File: config.mk
export PLATFORM = sky130hd
export DESIGN_NAME = baud_clkgen
export DESIGN_NICKNAME = d
export VERILOG_FILES = /design/src/rtl/baud_pkg.sv /design/src/rtl/baud_regs.sv /design/src/rtl/baud_prescale.sv /design/src/rtl/sclk_fsm.sv /design/src/rtl/baud_clkgen.sv
export SDC_FILE = /design/constraint.sdc
export NUM_CORES = 1
export LEC_CHECK = 0
export ABC_CLOCK_PERIOD_IN_PS = 2150
export BUFFER_PORTS_ARGS = -buffer_cell sky130_fd_sc_hd__buf_2
export CAP_MARGIN = 25
export CORE_MARGIN = 5
export CORE_UTILIZATION = 45
export DETAILED_ROUTE_END_ITERATION = 8
export PLACE_DENSITY = 0.7
export SYNTH_ARGS = -nofsm -noshare
export SYNTH_HDL_FRONTEND = slang
export SYNTH_HIERARCHICAL = 1
export SYNTH_SLANG_ARGS = --single-unit
File: constraint.sdc
create_clock -name clk -period 2.15 [get_ports clk]
set_clock_uncertainty 0.15 [all_clocks]
set_input_delay 0.43 -clock clk [delete_from_list [all_inputs] [get_ports clk]]
set_output_delay 0.43 -clock clk [all_outputs]
set_load 0.02 [all_outputs]
File: src/rtl/baud_pkg.sv
package baud_pkg;
    // control register bit positions within a control write
    localparam int CTRL_POL_BIT  = 0;
    localparam int CTRL_SYNC_BIT = 1;

    typedef enum logic [1:0] {
        ST_ASYNC = 2'd0,
        ST_LOW   = 2'd1,
        ST_HIGH  = 2'd2
    } sclk_state_e;
endpackage

File: src/rtl/baud_regs.sv
module baud_regs
    import baud_pkg::*;
#(
    parameter int BUS_W = 8,
    parameter int HI_W  = 4,
    localparam int DIV_W = BUS_W + HI_W,
    localparam int SEL_BIT = BUS_W - 1
) (
    input  logic             clk,
    input  logic             rst_n,
    input  logic             we,
    input  logic             addr,
    input  logic [BUS_W-1:0] wdata,
    output logic [BUS_W-1:0] rdata,
    output logic [DIV_W-1:0] div_o,
    output logic             reload_o,
    output logic [DIV_W-1:0] reload_val_o,
    output logic             sync_o,
    output logic             pol_o
);
    logic [BUS_W-1:0] lo_q;
    logic [HI_W-1:0]  hi_q;
    logic             sync_q;
    logic             pol_q;

    always_ff @(posedge clk) begin
        if (!rst_n) begin
            lo_q   <= '0;
            hi_q   <= '0;
            sync_q <= 1'b0;
            pol_q  <= 1'b0;
        end else if (we) begin
            if (!addr) begin
                lo_q <= wdata;
            end else if (wdata[SEL_BIT]) begin
                sync_q <= wdata[CTRL_SYNC_BIT];
                pol_q  <= wdata[CTRL_POL_BIT];
            end else begin
                hi_q <= wdata[HI_W-1:0];
            end
        end
    end

    always_comb begin
        rdata = addr ? {{(BUS_W-HI_W){1'b0}}, hi_q} : lo_q;
    end

    assign div_o        = {hi_q, lo_q};
    assign reload_o     = we && !addr;
    assign reload_val_o = {hi_q, wdata};
    assign sync_o       = sync_q;
    assign pol_o        = pol_q;

    AST_CTRL_KEEPS_DIV: assert property (@(posedge clk) disable iff (!rst_n)
        (we && addr && wdata[SEL_BIT]) |=> $stable(div_o));
    AST_HI_KEEPS_CTRL: assert property (@(posedge clk) disable iff (!rst_n)
        (we && addr && !wdata[SEL_BIT]) |=> ($stable(sync_o) && $stable(pol_o)));
endmodule

File: src/rtl/baud_prescale.sv
module baud_prescale #(
    parameter int DIV_W = 12
) (
    input  logic             clk,
    input  logic             rst_n,
    input  logic [DIV_W-1:0] div_i,
    input  logic             reload_i,
    input  logic [DIV_W-1:0] reload_val_i,
    output logic             tick_o
);
    logic [DIV_W-1:0] cnt_q;

    always_ff @(posedge clk) begin
        if (!rst_n) begin
            cnt_q  <= '0;
            tick_o <= 1'b0;
        end else if (reload_i) begin
            cnt_q  <= reload_val_i;
            tick_o <= 1'b0;
        end else if (cnt_q == '0) begin
            cnt_q  <= div_i;
            tick_o <= 1'b1;
        end else begin
            cnt_q  <= cnt_q - 1'b1;
            tick_o <= 1'b0;
        end
    end

    AST_RELOAD_QUIET: assert property (@(posedge clk) disable iff (!rst_n)
        reload_i |=> !tick_o);
    AST_TICK_GAP: assert property (@(posedge clk) disable iff (!rst_n)
        (tick_o && !reload_i && ($past(div_i) != '0)) |=> !tick_o);
endmodule

File: src/rtl/sclk_fsm.sv
module sclk_fsm
    import baud_pkg::*;
(
    input  logic clk,
    input  logic rst_n,
    input  logic tick_i,
    input  logic sync_i,
    input  logic pol_i,
    output logic sclk_o,
    output logic shift_o,
    output logic sample_o
);
    sclk_state_e state_q, state_d;

    always_comb begin
        state_d = state_q;
        unique case (state_q)
            ST_ASYNC: if (sync_i) state_d = ST_LOW;
            ST_LOW: begin
                if (!sync_i)     state_d = ST_ASYNC;
                else if (tick_i) state_d = ST_HIGH;
            end
            ST_HIGH: begin
                if (!sync_i)     state_d = ST_ASYNC;
                else if (tick_i) state_d = ST_LOW;
            end
            default: state_d = ST_ASYNC;
        endcase
    end

    always_ff @(posedge clk) begin
        if (!rst_n) state_q <= ST_ASYNC;
        else        state_q <= state_d;
    end

    logic rise_evt, fall_evt;

    always_comb begin
        rise_evt = 1'b0;
        fall_evt = 1'b0;
        sclk_o   = 1'b0;
        unique case (state_q)
            ST_ASYNC: ;
            ST_LOW:   rise_evt = sync_i && tick_i;
            ST_HIGH: begin
                sclk_o   = 1'b1;
                fall_evt = sync_i && tick_i;
            end
            default: ;
        endcase
        shift_o  = pol_i ? fall_evt : rise_evt;
        sample_o = pol_i ? rise_evt : fall_evt;
    end

    AST_STROBE_EXCL: assert property (@(posedge clk) disable iff (!rst_n)
        $onehot0({shift_o, sample_o}));
    AST_STROBE_EDGE: assert property (@(posedge clk) disable iff (!rst_n)
        (shift_o || sample_o) |=> (sclk_o != $past(sclk_o)));
    AST_SHIFT_RISE: assert property (@(posedge clk) disable iff (!rst_n)
        (shift_o && !pol_i) |=> sclk_o);
    AST_ASYNC_LOW: assert property (@(posedge clk) disable iff (!rst_n)
        !sync_i |=> !sclk_o);
endmodule

File: src/rtl/baud_clkgen.sv
module baud_clkgen #(
    parameter int BUS_W = 8,
    parameter int HI_W  = 4,
    localparam int DIV_W = BUS_W + HI_W
) (
    input  logic             clk,
    input  logic             rst_n,
    input  logic             bus_we,
    input  logic             bus_addr,
    input  logic [BUS_W-1:0] bus_wdata,
    output logic [BUS_W-1:0] bus_rdata,
    output logic             baud_tick,
    output logic             sclk,
    output logic             shift_stb,
    output logic             sample_stb
);
    logic [DIV_W-1:0] div_w;
    logic [DIV_W-1:0] reload_val_w;
    logic             reload_w;
    logic             sync_w;
    logic             pol_w;

    baud_regs #(.BUS_W(BUS_W), .HI_W(HI_W)) u_regs (
        .clk          (clk),
        .rst_n        (rst_n),
        .we           (bus_we),
        .addr         (bus_addr),
        .wdata        (bus_wdata),
        .rdata        (bus_rdata),
        .div_o        (div_w),
        .reload_o     (reload_w),
        .reload_val_o (reload_val_w),
        .sync_o       (sync_w),
        .pol_o        (pol_w)
    );

    baud_prescale #(.DIV_W(DIV_W)) u_presc (
        .clk          (clk),
        .rst_n        (rst_n),
        .div_i        (div_w),
        .reload_i     (reload_w),
        .reload_val_i (reload_val_w),
        .tick_o       (baud_tick)
    );

    sclk_fsm u_fsm (
        .clk      (clk),
        .rst_n    (rst_n),
        .tick_i   (baud_tick),
        .sync_i   (sync_w),
        .pol_i    (pol_w),
        .sclk_o   (sclk),
        .shift_o  (shift_stb),
        .sample_o (sample_stb)
    );

    AST_ASYNC_QUIET: assert property (@(posedge clk) disable iff (!rst_n)
        !sync_w |-> (!shift_stb && !sample_stb));
endmodule

==> results.py, run 1 <==
metrics = {
    "outcome": {
        "run_status": "completed",
    },
    "route": {
        "drt_drc_violations_left": 0,
        "drt-vias-per-instance": 5.53,
        "routed_wirelength_um": 3810,
        "drt_iter0_markers": 52,
        "drtAntennaViolNets": 0,
        "vias": 1504,
        "drt_first_pass_iters": 4,
        "wl_per_cell_um": 14.0,
    },
    "run": {
        "maxCapViolCount": 0,
    },
    "worst_setup_path": {
        "crit_cells": 7,
        "cp-end-kind": "register",
        "cp-start-kind": "register",
        "crit_fanout": 5,
        "path_delay_family": "simple AND/OR/NAND/NOR gates",
        "critPathKind": "register to register",
        "required_ns": 2.16,
        "crit_arrival_ns": 2.06,
        "reg2regPathDepth": 7,
        "max_stage_delay_ns": 0.48,
        "r2r-end": "u_presc/cnt_q[1]",
        "cp_slowest_cell": "or4b_4",
        "crit_start": "u_presc/cnt_q[0]",
        "path_cells": "inv_1 -> ha_2 -> or4b_4 -> nor4b_4 -> buf_4 -> mux2i_1 -> a21oi_1",
        "worstReg2RegStart": "u_presc/cnt_q[0]",
        "path_buf_inv": 2,
        "rrSetupSlack_ns": 0.10,
    },
    "yosys": {
        "syn_nets": 219,
        "ys_seq_area_share_pct": 34.0,
        "ys_ff_latch": 29,
        "synth_top_cell_area_share_pct": 34.0,
        "ys_warn_count": 6,
        "synth.distinct_cells": 45,
        "syn-cell-area_um2": 1710,
        "synthTopCellsByArea": "dfxtp_1 (34%), buf_4 (6.2%), nand2_1 (5.9%), nand3_1 (4.4%), o21ai_0 (4.4%)",
        "async_flop_share_pct": 0,
        "syn_avg_cell_area_um2": 8.33,
        "synth_top_area_cell": "dfxtp_1",
        "synth_edf_count": 0,
        "synthCells": 205,
        "synth-main-ff-cell": "dfxtp_1",
    },
    "min_path": {
        "hold_class": "primary input to register",
        "holdPathStages": 3,
        "hold_start": "bus_wdata[5]",
        "hold-path-endpoint": "u_regs/lo_q[5]",
    },
    "global_routing": {
        "antenna_found_initial": 0,
        "grt_pass1_wl_um": 6320,
        "grtUsageTotal_pct": 15.3,
        "grt_max_degree": 22,
        "grt_pass1_vias": 1358,
        "grt_overflow_total": 0,
    },
    "clocking": {
        "clockRootBuffer": "clkbuf_8",
        "clk_pin_slew_ns": 0.06,
        "tritoncts": "yes",
        "cts_buffer_depth": 2,
        "cts_sinks": 29,
        "holdBufCountCts": 0,
        "h-tree-depth": 2,
        "numCtsBuffers": 5,
        "clk-insertion-delay-late_ns": 0.28,
    },
    "placement": {
        "dpl.hpwl_um": 2780,
        "gpl.final_weighted_congestion": 0.842,
        "place_area_um2": 1800,
        "pre_cts_ws_ns": 0.0367,
        "io_buffers": 23,
    },
    "finish": {
        "layout-drive-gt1-share_pct": 24.6,
        "nFillCells": 359,
        "design_area_um2": 1900,
        "mostFrequentLayoutCell": "dfxtp_1",
        "syn2layout_area_growth_pct": 11.4,
        "nNetsFinal": 238,
        "fin_util_pct": 52.0,
        "insertedDiodeCount": 0,
        "final_cell_mix": "dfxtp_1 (28), nand2_1 (27), buf_2 (23), o21ai_0 (15), nand3_1 (15)",
    },
    "power": {
        "p_per_area_nw_per_um2": 1030,
        "total_leakage_power_nw": 0.777,
        "ir_drop_mv": 0.452,
    },
    "floorplan": {
        "fp.dieH_um": 71.6,
        "coreArea_um2": 3660,
        "chipWidth_um": 71.6,
        "start_util_pct": 46.7,
        "dieArea_um2": 5130,
        "ios": 24,
        "num_rows": 22,
    },
    "timing": {
        "max_slew_margin_pct": 78.0,
        "fin_crit_sh_pct": 95.3,
        "finalSetupViolations": 0,
        "fin_ws_ns": 0.100,
        "clock.fmax_ghz": 0.488,
        "hold_viol": 0,
        "worstMarginPinSlew_ns": 0.329,
        "slew_violations": 0,
        "period_minus_slack_ns": 2.05,
    },
}
## sequential cells by signal (all words and copies together) (netlist names)
register        count
u_regs/sync_o       1
u_regs/lo_q         8
u_regs/pol_o        1
u_regs/hi_q         4
u_presc/tick_o      1
u_fsm/state_q       2
u_presc/cnt_q      12
## cell usage after synthesis (all sizes together), types with 5 or more instances
cell type and count:
a21boi 8, a21oi 5, buf 18, dfxtp 29, inv 6, mux2i 5
nand2 27, nand3 15, nor2 7, nor2b 9, nor3 5, o21ai 15
o31ai 7, or4 5
## tightest hold or removal path, cell delays in order
cell      delay (ns)
buf_2           0.10
nand2_1         0.05
a21boi_1        0.05
## power breakdown
part           switching [W]  internal [W]
Clock               0.000198      0.000253
Combinational       0.000388      0.000389
Sequential          0.000109      0.000624
## cell families after synthesis
family	share of synthesized area (%)
AO/OA/AOI/OAI	17.7
XOR/XNOR	1.03
adder cells (fa/ha/maj)	1.46
buffers and inverters	10.8
flip-flops	34.0
multiplexers	5.57
AND/OR/NAND/NOR	29.5
## final cells by class
type / instances / area, um^2 / area share (%)
Clock buffer: 7 / 86.3 / 4.54
Sequential cell: 29 / 582 / 30.6
Multi-Input combinational cell: 147 / 946 / 49.7
Tap cell: 48 / 60.1 / 3.16
Timing Repair Buffer: 34 / 198 / 10.4
Inverter: 7 / 31.3 / 1.64
## metrics by stage
stage / std cells / hold slack, ns / TNS, ns / total power [W]
finish: 272 / 0.249 / 0 / 0.00196
global route: 272 / 0.251 / -0.0141 / 0.00209
CTS: 270 / 0.246 / 0 / 0.00194
detailed placement: 263 / 0.316 / 0 / 0.00148
global placement: 263 / 0.312 / 0 / 0.00148
floorplan: 205 / 0.293 / 0 / 0.00132
## metal layers
| layer | share of wire [%] | vias up | track usage [%] |
|---|---|---|---|
| met5 | 0 | - | 0 |
| met2 | 47 | 33 | 23.5 |
| met1 | 47 | 709 | 20.7 |
| met3 | 4.4 | 7 | 3.09 |
| met4 | 1.5 | 0 | 6.68 |
| li1 | - | 755 | - |
## what timing repair did
| item | in CTS | in global routing |
|---|---|---|
| setup endpoints to repair | 0 | 7 |
| buffers inserted | 0 | 2 |
| gates resized for setup | 0 | 2 |
## worst max path at each step
| stage | end | slack, ns |
|---|---|---|
| 5_1_grt | u_presc/cnt_q[5] | -0.004 |
| 3_5_place_dp | u_presc/cnt_q[2] | 0.04 |
| 2_1_floorplan | u_presc/cnt_q[1] | 0.13 |
| 4_1_cts | u_presc/cnt_q[4] | 0.01 |
| 6_report | u_presc/cnt_q[1] | 0.10 |
| 3_3_place_gp | u_presc/cnt_q[3] | 0.09 |
Note: power is estimated with default switching activity, not from simulation.
==> inputs of run 2 (changes only) <==
Settings changed: REMOVE_ABC_BUFFERS set to 1.
==> run 2 against run 1 <==
Critical path depth did not move. Non-clock buffer count shrank 1. Global-route usage up 0.29 points. Utilization is 0.27 points higher. Clock power decreased by 1%. Fmax up 0.72%. Combinational power decreased by 0.6%. Largest cell class unchanged. Sequential cell count did not move. Count of clock-buffer cells in the layout unchanged. Sequential share of layout area about the same. Register-to-register slack is essentially flat.
==> results.py, run 2 (synthesis results as in run 1) <==
metrics = {
    "outcome": {
        "run_status": "completed",
    },
    "worst_setup_path": {
        "path_delay_family": "simple AND/OR/NAND/NOR gates",
        "cp_slowest_cell": "or4b_4",
        "cp-start-kind": "register",
        "path_cells": "inv_2 -> ha_4 -> or4b_4 -> nor4b_4 -> buf_4 -> mux2i_1 -> o21ai_1",
        "max_stage_delay_ns": 0.48,
        "crit_fanout": 5,
        "critPathKind": "register to register",
        "required_ns": 2.16,
        "crit_arrival_ns": 2.04,
        "cp-end-kind": "register",
        "path_buf_inv": 2,
    },
    "timing": {
        "rsz0062_at_grt": "no",
        "finalSetupViolations": 0,
        "period_minus_slack_ns": 2.04,
        "fin_tns_setup_ns": 0,
        "fin_crit_sh_pct": 94.7,
        "slew_violations": 0,
        "hold_viol": 0,
        "clock.fmax_ghz": 0.491,
        "worstMarginPinSlew_ns": 0.356,
        "max_slew_margin_pct": 76.3,
    },
    "clocking": {
        "holdBufCountCts": 0,
        "numCtsBuffers": 5,
        "cts_buffer_depth": 2,
        "clockRootBuffer": "clkbuf_8",
        "clk-insertion-delay-late_ns": 0.28,
        "cts_sinks": 29,
        "clk_pin_slew_ns": 0.06,
        "h-tree-depth": 2,
        "tritoncts": "yes",
    },
    "finish": {
        "largest_register_ffs": 12,
        "nNetsFinal": 237,
        "design_area_um2": 1910,
        "layout-drive-gt1-share_pct": 25.6,
        "largest_register": "u_presc/cnt_q",
        "reg_top3": "u_presc/cnt_q x12, u_regs/lo_q x8, u_regs/hi_q x4",
        "insertedDiodeCount": 0,
        "syn2layout_area_growth_pct": 12.0,
        "final_cell_mix": "nand2_1 (27), dfxtp_1 (27), buf_2 (23), nand3_1 (15), o21ai_0 (13)",
    },
    "floorplan": {
        "start_util_pct": 46.7,
        "fp.dieH_um": 71.6,
        "chipWidth_um": 71.6,
        "coreArea_um2": 3660,
        "dieArea_um2": 5130,
        "ios": 24,
        "num_rows": 22,
    },
    "power": {
        "p_per_area_nw_per_um2": 1030,
        "total_leakage_power_nw": 0.774,
        "ir_drop_mv": 0.452,
    },
    "global_routing": {
        "grtUsageTotal_pct": 15.6,
        "grt_pass1_wl_um": 6230,
        "grt_max_degree": 23,
        "grt_pass1_vias": 1308,
        "antenna_found_initial": 0,
        "grt_overflow_total": 0,
    },
    "placement": {
        "gpl.final_weighted_congestion": 0.899,
        "place_area_um2": 1790,
        "io_buffers": 23,
        "dpl.hpwl_um": 2730,
    },
    "route": {
        "drtAntennaViolNets": 0,
        "drt-vias-per-instance": 5.41,
        "drt_iter0_markers": 40,
        "vias": 1466,
        "wl_per_cell_um": 13.7,
        "drt_first_pass_iters": 4,
        "routed_wirelength_um": 3730,
        "drt_drc_violations_left": 0,
    },
    "run": {
        "maxCapViolCount": 0,
    },
    "min_path": {
        "hold_class": "primary input to register",
    },
}
-- run 2: changes by cell type in the layout (fill, tap and decap cells not counted) --
cell,before,now
o21ai_1,0,2
buf_4,11,9
inv_2,0,2
o21ai_0,15,13
inv_1,6,4
buf_6,0,1
dfxtp_1,28,27
ha_2,1,0
ha_4,0,1
dfxtp_4,0,1
-- run 2: through the flow --
stage	power [W]	utilization [%]	setup WS [ns]	hold WS [ns]	cells
2_1_floorplan	0.00126	-	-0.00844	0.293	183
3_3_place_gp	0.00147	48.9	0.0926	0.312	262
3_5_place_dp	0.00148	48.9	0.0318	0.311	262
4_1_cts	0.00193	51.3	0.0218	0.232	269
5_1_grt	0.00212	52.3	0.0142	0.249	271
6_report	0.00197	52.3	0.115	0.242	271
-- run 2: tightest hold or removal path, delay by kind of cell --
family	cells	cell delay (ns)
buffers and inverters	1	0.09
AOI/OAI and AO/OA	1	0.06
and+or+nand+nor	1	0.06
-- run 2: metal layers --
| metal | global-route usage [%] | share of wire, % |
|---|---|---|
| met5 | 0 | 0 |
| met4 | 8.98 | 2.4 |
| met3 | 4.49 | 3.5 |
| met2 | 22.9 | 44 |
| met1 | 20.3 | 50 |
-- run 2: report_power, final --
group | switching [W] | internal, W | leakage, nW
combinational | 0.000378 | 0.000394 | 0.492
clock | 0.000192 | 0.000253 | 0.0443
sequential | 0.000122 | 0.000626 | 0.238
total | 0.000693 | 0.00127 | 0.774
-- run 2: path summary, 6_finish.rpt --
kind	depth (start not counted)	slack [ns]	end	from
hold / removal	3	0.24	u_presc/cnt_q[4]	bus_wdata[4]
setup reg to reg	7	0.11	u_presc/cnt_q[3]	u_presc/cnt_q[0]
hold reg to reg	2	0.32	u_regs/lo_q[6]	u_regs/lo_q[6]
setup / recovery	7	0.11	u_presc/cnt_q[3]	u_presc/cnt_q[0]
-- run 2: what timing repair did --
| item | CTS | global route |
|---|---|---|
| setup endpoints to repair | 0 | 7 |
| buffers inserted | 0 | 2 |
| resized for setup | 0 | 10 |
| endpoints found under the hold margin | 0 | 0 |
-- run 2: cell type report --
class / count / area [um^2]
timing repair buffer: 33 / 194
fill: 373 / 1750
tap: 48 / 60.1
clock buffer: 7 / 86.3
multi-input combinational: 147 / 956
sequential: 29 / 586
inverter: 7 / 31.3
